`src/rtl/irq2l_pkg.sv`:
```
package irq2l_pkg;
  // Word addresses of the register file
  localparam int unsigned REG_LSTAT = 0;
  localparam int unsigned REG_LEN   = 1;
  localparam int unsigned REG_GSTAT = 2;
  localparam int unsigned REG_GSE   = 3;
  localparam int unsigned REG_GSIG  = 4;

  // Implemented local positions: 0..3 and 8..11
  localparam logic [11:0] DEFAULT_IMPL = 12'hF0F;
endpackage

```
`src/rtl/irq2l_local_layer.sv`:
```
module irq2l_local_layer #(
  parameter int unsigned          LOCAL_W = 12,
  parameter logic [LOCAL_W-1:0]   IMPL    = 12'hF0F
) (
  input  logic               clk,
  input  logic               rst,
  input  logic [LOCAL_W-1:0] evt,
  input  logic               clr_we,
  input  logic               en_we,
  input  logic [LOCAL_W-1:0] wdata,
  output logic [LOCAL_W-1:0] stat_q,
  output logic [LOCAL_W-1:0] en_q,
  output logic               pending
);
  logic [LOCAL_W-1:0] evt_live;
  logic [LOCAL_W-1:0] clr_mask;
  logic [LOCAL_W-1:0] stat_d;

  assign evt_live = evt & IMPL;
  assign clr_mask = clr_we ? wdata : '0;
  // event has priority over a coincident clear
  assign stat_d   = ((stat_q & ~clr_mask) | evt_live) & IMPL;

  always_ff @(posedge clk) begin
    if (rst) begin
      stat_q <= '0;
      en_q   <= '0;
    end else begin
      stat_q <= stat_d;
      if (en_we) en_q <= wdata & IMPL;
    end
  end

  assign pending = |(stat_q & en_q);
endmodule

```
`src/rtl/irq2l_global_layer.sv`:
```
module irq2l_global_layer #(
  parameter int unsigned GLOBAL_W = 2
) (
  input  logic                clk,
  input  logic                rst,
  input  logic [GLOBAL_W-1:0] src,
  input  logic                clr_we,
  input  logic                sen_we,
  input  logic                sig_we,
  input  logic [GLOBAL_W-1:0] wdata,
  output logic [GLOBAL_W-1:0] gstat_q,
  output logic [GLOBAL_W-1:0] sen_q,
  output logic [GLOBAL_W-1:0] sig_q,
  output logic                irq_q
);
  always_ff @(posedge clk) begin
    if (rst) begin
      sen_q <= '0;
      sig_q <= '0;
      irq_q <= 1'b0;
    end else begin
      if (sen_we) sen_q <= wdata;
      if (sig_we) sig_q <= wdata;
      irq_q <= |(gstat_q & sig_q);
    end
  end

  for (genvar g = 0; g < GLOBAL_W; g++) begin : g_bit
    logic set_req;
    logic clr_req;
    assign set_req = src[g] & sen_q[g];
    assign clr_req = clr_we & wdata[g];
    always_ff @(posedge clk) begin
      if (rst)          gstat_q[g] <= 1'b0;
      else if (set_req) gstat_q[g] <= 1'b1;
      else if (clr_req) gstat_q[g] <= 1'b0;
    end
  end
endmodule

```
`src/rtl/irq2l_read_mux.sv`:
```
module irq2l_read_mux #(
  parameter int unsigned LOCAL_W  = 12,
  parameter int unsigned GLOBAL_W = 2,
  parameter int unsigned ADDR_W   = 4
) (
  input  logic                clk,
  input  logic                rst,
  input  logic                rd_en,
  input  logic [ADDR_W-1:0]   rd_addr,
  input  logic [LOCAL_W-1:0]  lstat,
  input  logic [LOCAL_W-1:0]  len,
  input  logic [GLOBAL_W-1:0] gstat,
  input  logic [GLOBAL_W-1:0] gse,
  input  logic [GLOBAL_W-1:0] gsig,
  output logic [LOCAL_W-1:0]  rd_data
);
  import irq2l_pkg::*;
  localparam int unsigned PADW = LOCAL_W - GLOBAL_W;

  logic [LOCAL_W-1:0] sel;

  always_comb begin
    sel = '0;
    if      (rd_addr == ADDR_W'(REG_LSTAT)) sel = lstat;
    else if (rd_addr == ADDR_W'(REG_LEN))   sel = len;
    else if (rd_addr == ADDR_W'(REG_GSTAT)) sel = {{PADW{1'b0}}, gstat};
    else if (rd_addr == ADDR_W'(REG_GSE))   sel = {{PADW{1'b0}}, gse};
    else if (rd_addr == ADDR_W'(REG_GSIG))  sel = {{PADW{1'b0}}, gsig};
  end

  always_ff @(posedge clk) begin
    if (rst)        rd_data <= '0;
    else if (rd_en) rd_data <= sel;
  end
endmodule

```
`src/rtl/irq_two_level_ctrl.sv`:
```
module irq_two_level_ctrl #(
  parameter int unsigned        LOCAL_W  = 12,
  parameter int unsigned        GLOBAL_W = 2,
  parameter int unsigned        ADDR_W   = 4,
  parameter logic [LOCAL_W-1:0] IMPL     = irq2l_pkg::DEFAULT_IMPL
) (
  input  logic                  clk,
  input  logic                  rst,
  input  logic                  wr_en,
  input  logic [ADDR_W-1:0]     wr_addr,
  input  logic [LOCAL_W-1:0]    wr_data,
  input  logic                  rd_en,
  input  logic [ADDR_W-1:0]     rd_addr,
  output logic [LOCAL_W-1:0]    rd_data,
  input  logic [LOCAL_W-1:0]    card_evt,
  input  logic [GLOBAL_W-2:0]   peer_evt,
  output logic                  irq
);
  import irq2l_pkg::*;

  logic                we_lstat, we_len, we_gstat, we_gse, we_gsig;
  logic [LOCAL_W-1:0]  lstat_q, len_q;
  logic [GLOBAL_W-1:0] gstat_q, gse_q, gsig_q;
  logic [GLOBAL_W-1:0] gsrc;
  logic                local_pending;

  assign we_lstat = wr_en && (wr_addr == ADDR_W'(REG_LSTAT));
  assign we_len   = wr_en && (wr_addr == ADDR_W'(REG_LEN));
  assign we_gstat = wr_en && (wr_addr == ADDR_W'(REG_GSTAT));
  assign we_gse   = wr_en && (wr_addr == ADDR_W'(REG_GSE));
  assign we_gsig  = wr_en && (wr_addr == ADDR_W'(REG_GSIG));

  irq2l_local_layer #(.LOCAL_W(LOCAL_W), .IMPL(IMPL)) local_i (
    .clk(clk), .rst(rst), .evt(card_evt),
    .clr_we(we_lstat), .en_we(we_len), .wdata(wr_data),
    .stat_q(lstat_q), .en_q(len_q), .pending(local_pending)
  );

  assign gsrc = {peer_evt, local_pending};

  irq2l_global_layer #(.GLOBAL_W(GLOBAL_W)) global_i (
    .clk(clk), .rst(rst), .src(gsrc),
    .clr_we(we_gstat), .sen_we(we_gse), .sig_we(we_gsig),
    .wdata(wr_data[GLOBAL_W-1:0]),
    .gstat_q(gstat_q), .sen_q(gse_q), .sig_q(gsig_q), .irq_q(irq)
  );

  irq2l_read_mux #(.LOCAL_W(LOCAL_W), .GLOBAL_W(GLOBAL_W), .ADDR_W(ADDR_W)) rmux_i (
    .clk(clk), .rst(rst), .rd_en(rd_en), .rd_addr(rd_addr),
    .lstat(lstat_q), .len(len_q), .gstat(gstat_q), .gse(gse_q), .gsig(gsig_q),
    .rd_data(rd_data)
  );
endmodule

```
`config.mk`:
```
export PLATFORM = sky130hd
export DESIGN_NAME = irq_two_level_ctrl
export DESIGN_NICKNAME = d
export VERILOG_FILES = /design/src/rtl/irq2l_pkg.sv /design/src/rtl/irq2l_local_layer.sv /design/src/rtl/irq2l_global_layer.sv /design/src/rtl/irq2l_read_mux.sv /design/src/rtl/irq_two_level_ctrl.sv
export SDC_FILE = /design/constraint.sdc
export NUM_CORES = 1
export LEC_CHECK = 0
export BUFFER_PORTS_ARGS = -buffer_cell sky130_fd_sc_hd__clkbuf_2
export CORE_AREA = 2 2 89 48
export CTS_CLUSTER_SIZE = 30
export DETAILED_ROUTE_END_ITERATION = 8
export DIE_AREA = 0 0 91 50
export PLACE_DENSITY_LB_ADDON = 0.15
export RECOVER_POWER = 100
export SLEW_MARGIN = 0
export SYNTH_ARGS = -nofsm -noshare
export SYNTH_HDL_FRONTEND = slang
export SYNTH_SLANG_ARGS = --single-unit
```
`constraint.sdc`:
```
create_clock -name clk -period 1 [get_ports clk]
set_input_delay 0.15 -clock clk [delete_from_list [all_inputs] [get_ports clk]]
set_output_delay 0.15 -clock clk [all_outputs]
set_load 0.02 [all_outputs]
```
Word-level counts from Yosys, hierarchy flattened
Index checks and enable logic that the tools add are counted.

operators by class
  multipliers = 0
  div/mod/pow operators = 0
  equality and inequality tests = 8
  bitwise operators = 9
  muxes and demuxes = 10
  shift operators = 0
  reductions and logical operators = 11
  order comparisons = 0
  add/subtract/negate cells = 0

operators by type and width
  operator            count
  $mux 12             5
  $and 12x12->12      2
  $eq 4x2->1 const B  4
  $not 12->12         1
  $or 12x12->12       1
  $reduce_or 12->1    1
  $eq 4x1->1 const B  2
  $eq 4x3->1 const B  2
  $logic_not 4->1     2
  $logic_and 1x1->1   5
  $and 1x1->1         4
  $mux 1              4
  $reduce_bool 2->1   2
  $and 2x2->2         1
  $mux 2              1
  $reduce_or 2->1     1

word-level totals
  memories = 0
  bits in read-only memories = 0
  register bits after elaboration = 39
  output and inout port bits = 13
  bits in latches = 0
  bits of input ports = 37
  memory bits (writable) = 0

Depth between registers and ports, before layout
Gate-level depths: netlist of run 1.

  depth after elaboration = 6
  gate-level depth with buffers = 5
  gate-level depth less buffers = 4

Modules after synthesis
From an unflattened synthesis of run 1, not the netlist that was laid out.

unflattened totals
  cell total of the unflattened synthesis = 173
  area total of the unflattened synthesis = 1731.7 sq um

modules (own cells, without submodules)
  module              sequential area each (sq um)  cells each  times used  area each (sq um)
  irq2l_read_mux      240.2                         80          1           729.4
  irq2l_local_layer   320.3                         64          1           693.2
  irq2l_global_layer  140.1                         23          1           244.0
  irq_two_level_ctrl  0.0                           6           1           65.1

Least setup slack after synthesis of run 1
OpenSTA, ideal clock, no wires.

  path type = register to register
  start point = register global_i.gstat_q[0]
  end point = register rmux_i.rd_data[0]
  buffers on the path = 0
  setup slack = 0.018 ns
  cell stages (with the launch flop) = 4
  setup time = 0.125 ns
  arrival = 0.856 ns
  data required time = 0.875 ns
  period minus slack after synthesis = 0.982 ns
  path through = dfxtp_1 -> or3b_1 -> a21oi_1 -> o31ai_1

on the way
  word-level cells in the longest chain between the ends = 3

RTL lines
  item                               RTL line                  RTL
  from (decl)                        irq2l_global_layer.sv:11  output logic [GLOBAL_W-1:0] gstat_q,
  from (signal, indexed assignment)  irq2l_global_layer.sv:34  if (rst) gstat_q[g] <= 1'b0;
  from (signal, indexed assignment)  irq2l_global_layer.sv:35  else if (set_req) gstat_q[g] <= 1'b1;
  from (signal, indexed assignment)  irq2l_global_layer.sv:36  else if (clr_req) gstat_q[g] <= 1'b0;
  $mux 12                            irq2l_read_mux.sv:26      else if (rd_addr == ADDR_W'(REG_GSTAT)) sel = {{PADW{1'b0}}, gstat};
  $mux 12                            irq2l_read_mux.sv:25      else if (rd_addr == ADDR_W'(REG_LEN)) sel = len;
  $mux 12                            irq2l_read_mux.sv:24      if (rd_addr == ADDR_W'(REG_LSTAT)) sel = lstat;
  to (signal assigned)               irq2l_read_mux.sv:33      else if (rd_en) rd_data <= sel;
  to (decl)                          irq2l_read_mux.sv:15      output logic [LOCAL_W-1:0] rd_data

No other way between the ends.
A chain may end at the register's enable or synchronous reset.

Final worst setup path of run 1
Same ends and word-level chain as after synthesis.

==> impl_metrics.toml, run 1 <==
[outcome]
status = "finished, final reports clean"

[sta]
slew_viol_final = 0
fmax_ghz = 1.00
hold-worst-slack_ps = 81.1
rsz0062_at_grt = "true"
final_hold_viol_count = 0
skew_ps = 3.63
timing.final.crit_period_ps = 999
period_share_pct = 99.9
setup_viol = 0
tns_ps = 0
setup_ws_ps = 0.830

[placement]
hpwl_mm = 2.84
io_buffers = 37
post-place-ws_ps = -168
globalplace.congestion = 0.742

[pwr]
leakagePower_nw = 0.889
power_density_nw_per_um2 = 1470
power_mw = 2.92
peakVddDrop_mv = 0.721

[global_routing]
antenna_found_initial = 0
grt_pass1_wl_mm = 6.40
grt_max_degree = 23
grt_pass1_vias = 1424
grt_overflow_total = 0
grt_use_total_pct = 17.9

[synthesis]
yosys.area.top_type = "dfxtp_1"
syn_avg_cell_area_um2 = 8.98
seq_area_frac_synth_pct = 42.4
yosysUniqueCellTypes = 26
synth_top_area_share_pct = 42.4
yosys-top-cells-area = "dfxtp_1, mux2i_1, a21oi_1"
yosysWarnings = 0
syn-instance-count = 163
synth_area_um2 = 1460
ys_ff_latch = 31

[worst_setup_path]
r2r_start = "global_i.gstat_q[0]$_SDFFE_PP0P_"
slowest_stage = "or3b_1"
timing.rr.end = "rmux_i.rd_data[0]$_SDFFE_PP0P_"
crit_type = "flop to flop"
max_stage_delay_ps = 350
path_cells = "or3b_1 > a21oi_1 > o31ai_1"
r2r_slack_ps = 0.8
critPathRequiredTime_ps = 1170
crit_arrival_ps = 1170
critPathLaunchType = "flop"
worstSetupEndpointType = "flop"
cp_max_fo = 2
reg2regPathDepth = 3

[worst_hold_path]
hp-class = "primary input to flop"
min_to = "local_i.stat_q[1]$_SDFF_PP0_"
holdPathStages = 3
hp-start = "card_evt[1]"

[detailed_routing]
routed_wirelength_mm = 3.79
drc = 0
first_iter_violations = 48
first_pass_iters = 4
ant_nets = 0
vias_per_cell = 5.00
routedWlPerCell_um = 13.8
vias = 1376

[clocking]
path_clk_slew_ps = 70
ctsHoldBuffers = 0
cts_tree = "yes"
cts_buffers = 5
cts_num_sinks = 31
clkLatencyLatePin_ps = 280
clockBufferDepth = 2
ctsRootBufferMaster = "clkbuf_8"
post_cts_buffers = 0
ctsHtreeMaxLevel = 2

[die]
row_count = 16
initial_core_util_pct = 38.9
ios = 50
die_area_um2 = 4550
die_h_um = 50
core_um2 = 3760
die_w_um = 91

[final_layout]
layout-drive-gt1-share_pct = 38.0
antenna_cells = 0
nets = 257
utilization_pct = 52.8
fill_cells = 377
syn2layout_area_growth_pct = 35.7

[job]
drv_cap = 0
## repair_timing
item                       4_1_cts  5_1_grt
pin swaps                        6        0
hold endpoints to repair         0        0
resized for setup                5        5
setup endpoints to repair        2        3
## worst max path at each step
stage | from | cells after the start | slack [ps] | to
2_1_floorplan | global_i.gstat_q[0]$_SDFFE_PP0P_ | 3 | 20 | rmux_i.rd_data[0]$_SDFFE_PP0P_
3_3_place_gp | rd_addr[1] | 4 | -120 | rmux_i.rd_data[1]$_SDFFE_PP0P_
3_5_place_dp | wr_addr[2] | 5 | -170 | global_i.sen_q[0]$_SDFFE_PP0P_
4_1_cts | local_i.stat_q[0]$_SDFF_PP0_ | 3 | 8 | rmux_i.rd_data[0]$_SDFFE_PP0P_
5_1_grt | global_i.gstat_q[1]$_SDFFE_PP0P_ | 3 | -30 | rmux_i.rd_data[1]$_SDFFE_PP0P_
6_report | global_i.gstat_q[0]$_SDFFE_PP0P_ | 3 | 0.8 | rmux_i.rd_data[0]$_SDFFE_PP0P_
## cells in the mapped netlist, drive strengths merged
| library cell | number |
|---|---|
| dfxtp | 31 |
| nor2 | 24 |
| a21oi | 22 |
| nand3 | 17 |
| mux2i | 12 |
| mux2 | 8 |
| nand2b | 8 |
| a22oi | 7 |
| buf | 7 |
| o31ai | 4 |
| clkbuf | 3 |
| inv | 2 |
| nand2 | 2 |
| nand3b | 2 |
| nand4 | 2 |
| nor2b | 2 |
| nor3 | 2 |
| nor3b | 2 |
| o21ai | 2 |
| or3b | 2 |
| conb | 1 |
| or3 | 1 |
## critical path: cells and delay by family, from the launching register on
| kind | cells | cell delay (ps) |
|---|---|---|
| and+or+nand+nor | 1 | 350 |
| DFF | 1 | 310 |
| AOI/OAI and AO/OA | 2 | 230 |
## cells by family after synthesis
kind of cell | synth area share [%]
muxes | 14.4
buffers and inverters | 4.53
and+or+nand+nor | 24.6
DFF | 42.4
other | 0.256
AOI/OAI and AO/OA | 13.8
## metrics by stage
step	instances	instance area, µm²
5_1_grt	275	1990
3_3_place_gp	267	1860
3_5_place_dp	267	1860
6_report	275	1990
4_1_cts	275	1980
2_1_floorplan	166	1480
## cell type report
cell class                      count  area [µm²]  area share (%)
Multi-Input combinational cell    123         798            40.2
Sequential cell                    31         626            31.5
Timing Repair Buffer               57         370            18.6
Clock buffer                        6        82.6            4.16
Tap cell                           54        67.6            3.40
Clock inverter                      2        35.0            1.76
Inverter                            2        7.51           0.378
## where the power goes
part / internal [mW] / switching, mW / total, mW / leakage [nW]
clock: 0.806 / 0.471 / 1.28 / 0.0612
sequential: 1.27 / 0.0300 / 1.30 / 0.254
combinational: 0.170 / 0.176 / 0.346 / 0.574
## metal layers
layer  track usage, %  wire length, µm  vias up
met3             5.96              225        2
met5                0                0        -
met4             4.55               11        0
met1             23.1             1830      650
met2             29.3             1720       39
li1                 -                -      685
## layout by cell type (no fill, tap or decap), types with 2 or more instances in the layout
cell type  Yosys  routed
nor2_1        24      24
a22oi_1        7       5
o31ai_1        4       4
nand2b_1       8       8
a22oi_2        0       2
o21ai_0        2       2
buf_4          5      17
mux2_2         8       8
conb_1         1       4
nand3_1       16      16
nand3b_1       2       2
nand2_1        2       2
clkbuf_1       3       2
inv_1          2       2
mux2i_1       12      12
clkbuf_2       0      35
a21oi_1       22      21
dfxtp_2        0       4
clkbuf_8       0       6
nor3_2         1       2
nand4_1        2       2
nor2b_1        2       2
buf_12         0       3
dfxtp_1       31      27
## sequential cells by signal, summed over array words and instances (netlist names)
name and cells:
global_i.sig_q 2, local_i.en_q 8, global_i.gstat_q 2, rmux_i.rd_data 8
global_i.sen_q 2, local_i.stat_q 8, global_i.irq_q 1
(Power assumes the default switching activity.)
==> inputs of run 2 (changes only) <==
--- a/config.mk
+++ b/config.mk
@@ -12,6 +12,7 @@
 export DIE_AREA = 0 0 91 50
 export PLACE_DENSITY_LB_ADDON = 0.15
 export RECOVER_POWER = 100
+export SETUP_SLACK_MARGIN = 0.15
 export SLEW_MARGIN = 0
 export SYNTH_ARGS = -nofsm -noshare
 export SYNTH_HDL_FRONTEND = slang
==> run 2 against run 1 <==
Compared with the run above: the run now ends with setup timing left; sequential power about the same; core utilization increased by 8.4 points; fmax decreased by 2.8%; critical endpoint is now rmux_i.rd_data[1]$_SDFFE_PP0P_; worst setup slack got worse by 28 ps; cell count increased by 4.0%; global-route usage increased by 1.9 points; routed wire length increased by 15%; total power decreased by 3.2%; count of clock-buffer cells in the layout increased by 1; hold slack got worse by 7.2 ps; combinational power increased by 24%.
==> impl_metrics.toml, run 2 (synthesis gave the netlist of run 1 again) <==
[pwr]
leakagePower_nw = 1.00
power_mw = 2.83
peakVddDrop_mv = 0.668
power_density_nw_per_um2 = 1230

[sta]
timing.final.crit_period_ps = 1030
slew_viol_final = 0
setup_ws_ps = -27.6
fmax_ghz = 0.973
skew_ps = 2.10
final_hold_viol_count = 0
setup_viol = 2
period_share_pct = 103
rsz0062_at_grt = "true"

[die]
initial_core_util_pct = 38.9
die_area_um2 = 4550
die_w_um = 91
core_um2 = 3760
die_h_um = 50
ios = 50
row_count = 16

[placement]
globalplace.congestion = 0.861
hpwl_mm = 2.96
placed_area_um2 = 1880
post-place-ws_ps = -193
io_buffers = 37

[worst_setup_path]
crit_type = "flop to flop"
worstSetupEndpointType = "flop"
crit_arrival_ps = 1190
critPathLaunchType = "flop"
slowest_stage = "or3b_4"
path_buf_inv = 0
path_cells = "or3b_4 > a21oi_2 > o31ai_1"
critPathRequiredTime_ps = 1160
r2r_slack_ps = -30
cp_max_fo = 2
max_stage_delay_ps = 370
crit_family = "simple AND/OR/NAND/NOR gates"

[global_routing]
grt_pass1_vias = 1534
grt_use_total_pct = 19.8
grt_pass1_wl_mm = 7.02
grt_overflow_total = 0
antenna_found_initial = 0
grt_max_degree = 32

[final_layout]
multi_input_area_um2 = 911
reg.largest.list = "local_i.en_q x8, local_i.stat_q x8, rmux_i.rd_data x8"
ff_latch_area_um2 = 642
layout-drive-gt1-share_pct = 55.2
fill_cells = 364
final_cell_area_um2 = 2300
final_common_cell = "buf_4"
layout_common_cells = "buf_4, clkbuf_2, nor2_1"
antenna_cells = 0
nets = 268
syn2layout_area_growth_pct = 57.4

[clocking]
cts_buffers = 5
ctsRootBufferMaster = "clkbuf_8"
ctsHoldBuffers = 0
clkLatencyLatePin_ps = 280
cts_num_sinks = 31
cts_tree = "yes"
ctsHtreeMaxLevel = 2
clockBufferDepth = 2
path_clk_slew_ps = 70

[outcome]
status = "complete, but fails checks"
violations = "setup timing"

[worst_hold_path]
hp-class = "primary input to flop"

[detailed_routing]
routedWlPerCell_um = 15.3
ant_nets = 0
vias = 1460
first_iter_violations = 49
vias_per_cell = 5.10
first_pass_iters = 4
routed_wirelength_mm = 4.37
drc = 0

[job]
drv_cap = 0
==> run 2: cell types whose count changed in the layout (fill, tap and decap cells not counted), moves of 4 or more <==
cell      previous run  this run
a21oi_1             21        12
a21oi_2              1        10
a22oi_1              5         1
a22oi_2              2         6
buf_4               17        26
buf_8                0         9
clkbuf_2            35        25
dfxtp_1             27        16
dfxtp_2              4        14
mux2_2               8         2
mux2_4               0         6
nand3_1             16         9
nand3_2              0         8
==> run 2: through the flow <==
stage               hold WS (ps)  TNS (ps)  utilization, %  cells
floorplan                    267         0               -    166
global placement             356     -1150            49.9    267
detailed placement           367     -2580            49.9    267
CTS                         73.2     -3.20            57.7    281
global route                76.8      -150            61.2    286
finish                      73.9     -52.4            61.2    286
==> run 2: layout make-up <==
type | instances | area share (%)
Inverter | 2 | 0.326
Clock inverter | 1 | 0.326
Tap cell | 54 | 2.93
Timing Repair Buffer | 68 | 24.8
Clock buffer | 7 | 4.18
Sequential cell | 31 | 27.9
Multi-Input combinational cell | 123 | 39.5
==> run 2: layer usage <==
layer,track usage (%),vias to the layer above,part of all wire (%)
li1,-,707,-
met1,24.0,706,44
met2,33.3,41,51
met3,5.81,6,4.6
met4,8.33,0,1.0
met5,0,-,0
==> run 2: report_power, final <==
group	leakage, nW	internal (mW)	switching, mW
logic	0.694	0.222	0.206
registers	0.260	1.27	0.0332
clock network	0.0505	0.625	0.471
==> run 2: final timing paths <==
kind / startpoint / end / cells past startpoint
worst max register to register: global_i.gstat_q[1]$_SDFFE_PP0P_ / rmux_i.rd_data[1]$_SDFFE_PP0P_ / 3
worst min-delay path: card_evt[9] / local_i.stat_q[9]$_SDFF_PP0_ / 3
worst max-delay path: global_i.gstat_q[1]$_SDFFE_PP0P_ / rmux_i.rd_data[1]$_SDFFE_PP0P_ / 3
worst min register to register: rmux_i.rd_data[2]$_SDFFE_PP0P_ / rmux_i.rd_data[2]$_SDFFE_PP0P_ / 2
==> run 2: timing repair <==
item                       4_1_cts  5_1_grt
pin swaps                        9       23
buffers inserted                 6        5
gates resized for setup         49       50
setup endpoints to repair       15       29
==> run 2: tightest hold or removal path, stage by stage <==
cell and delay [ps]:
clkbuf_2 70, a21oi_1 30, nor2_1 70
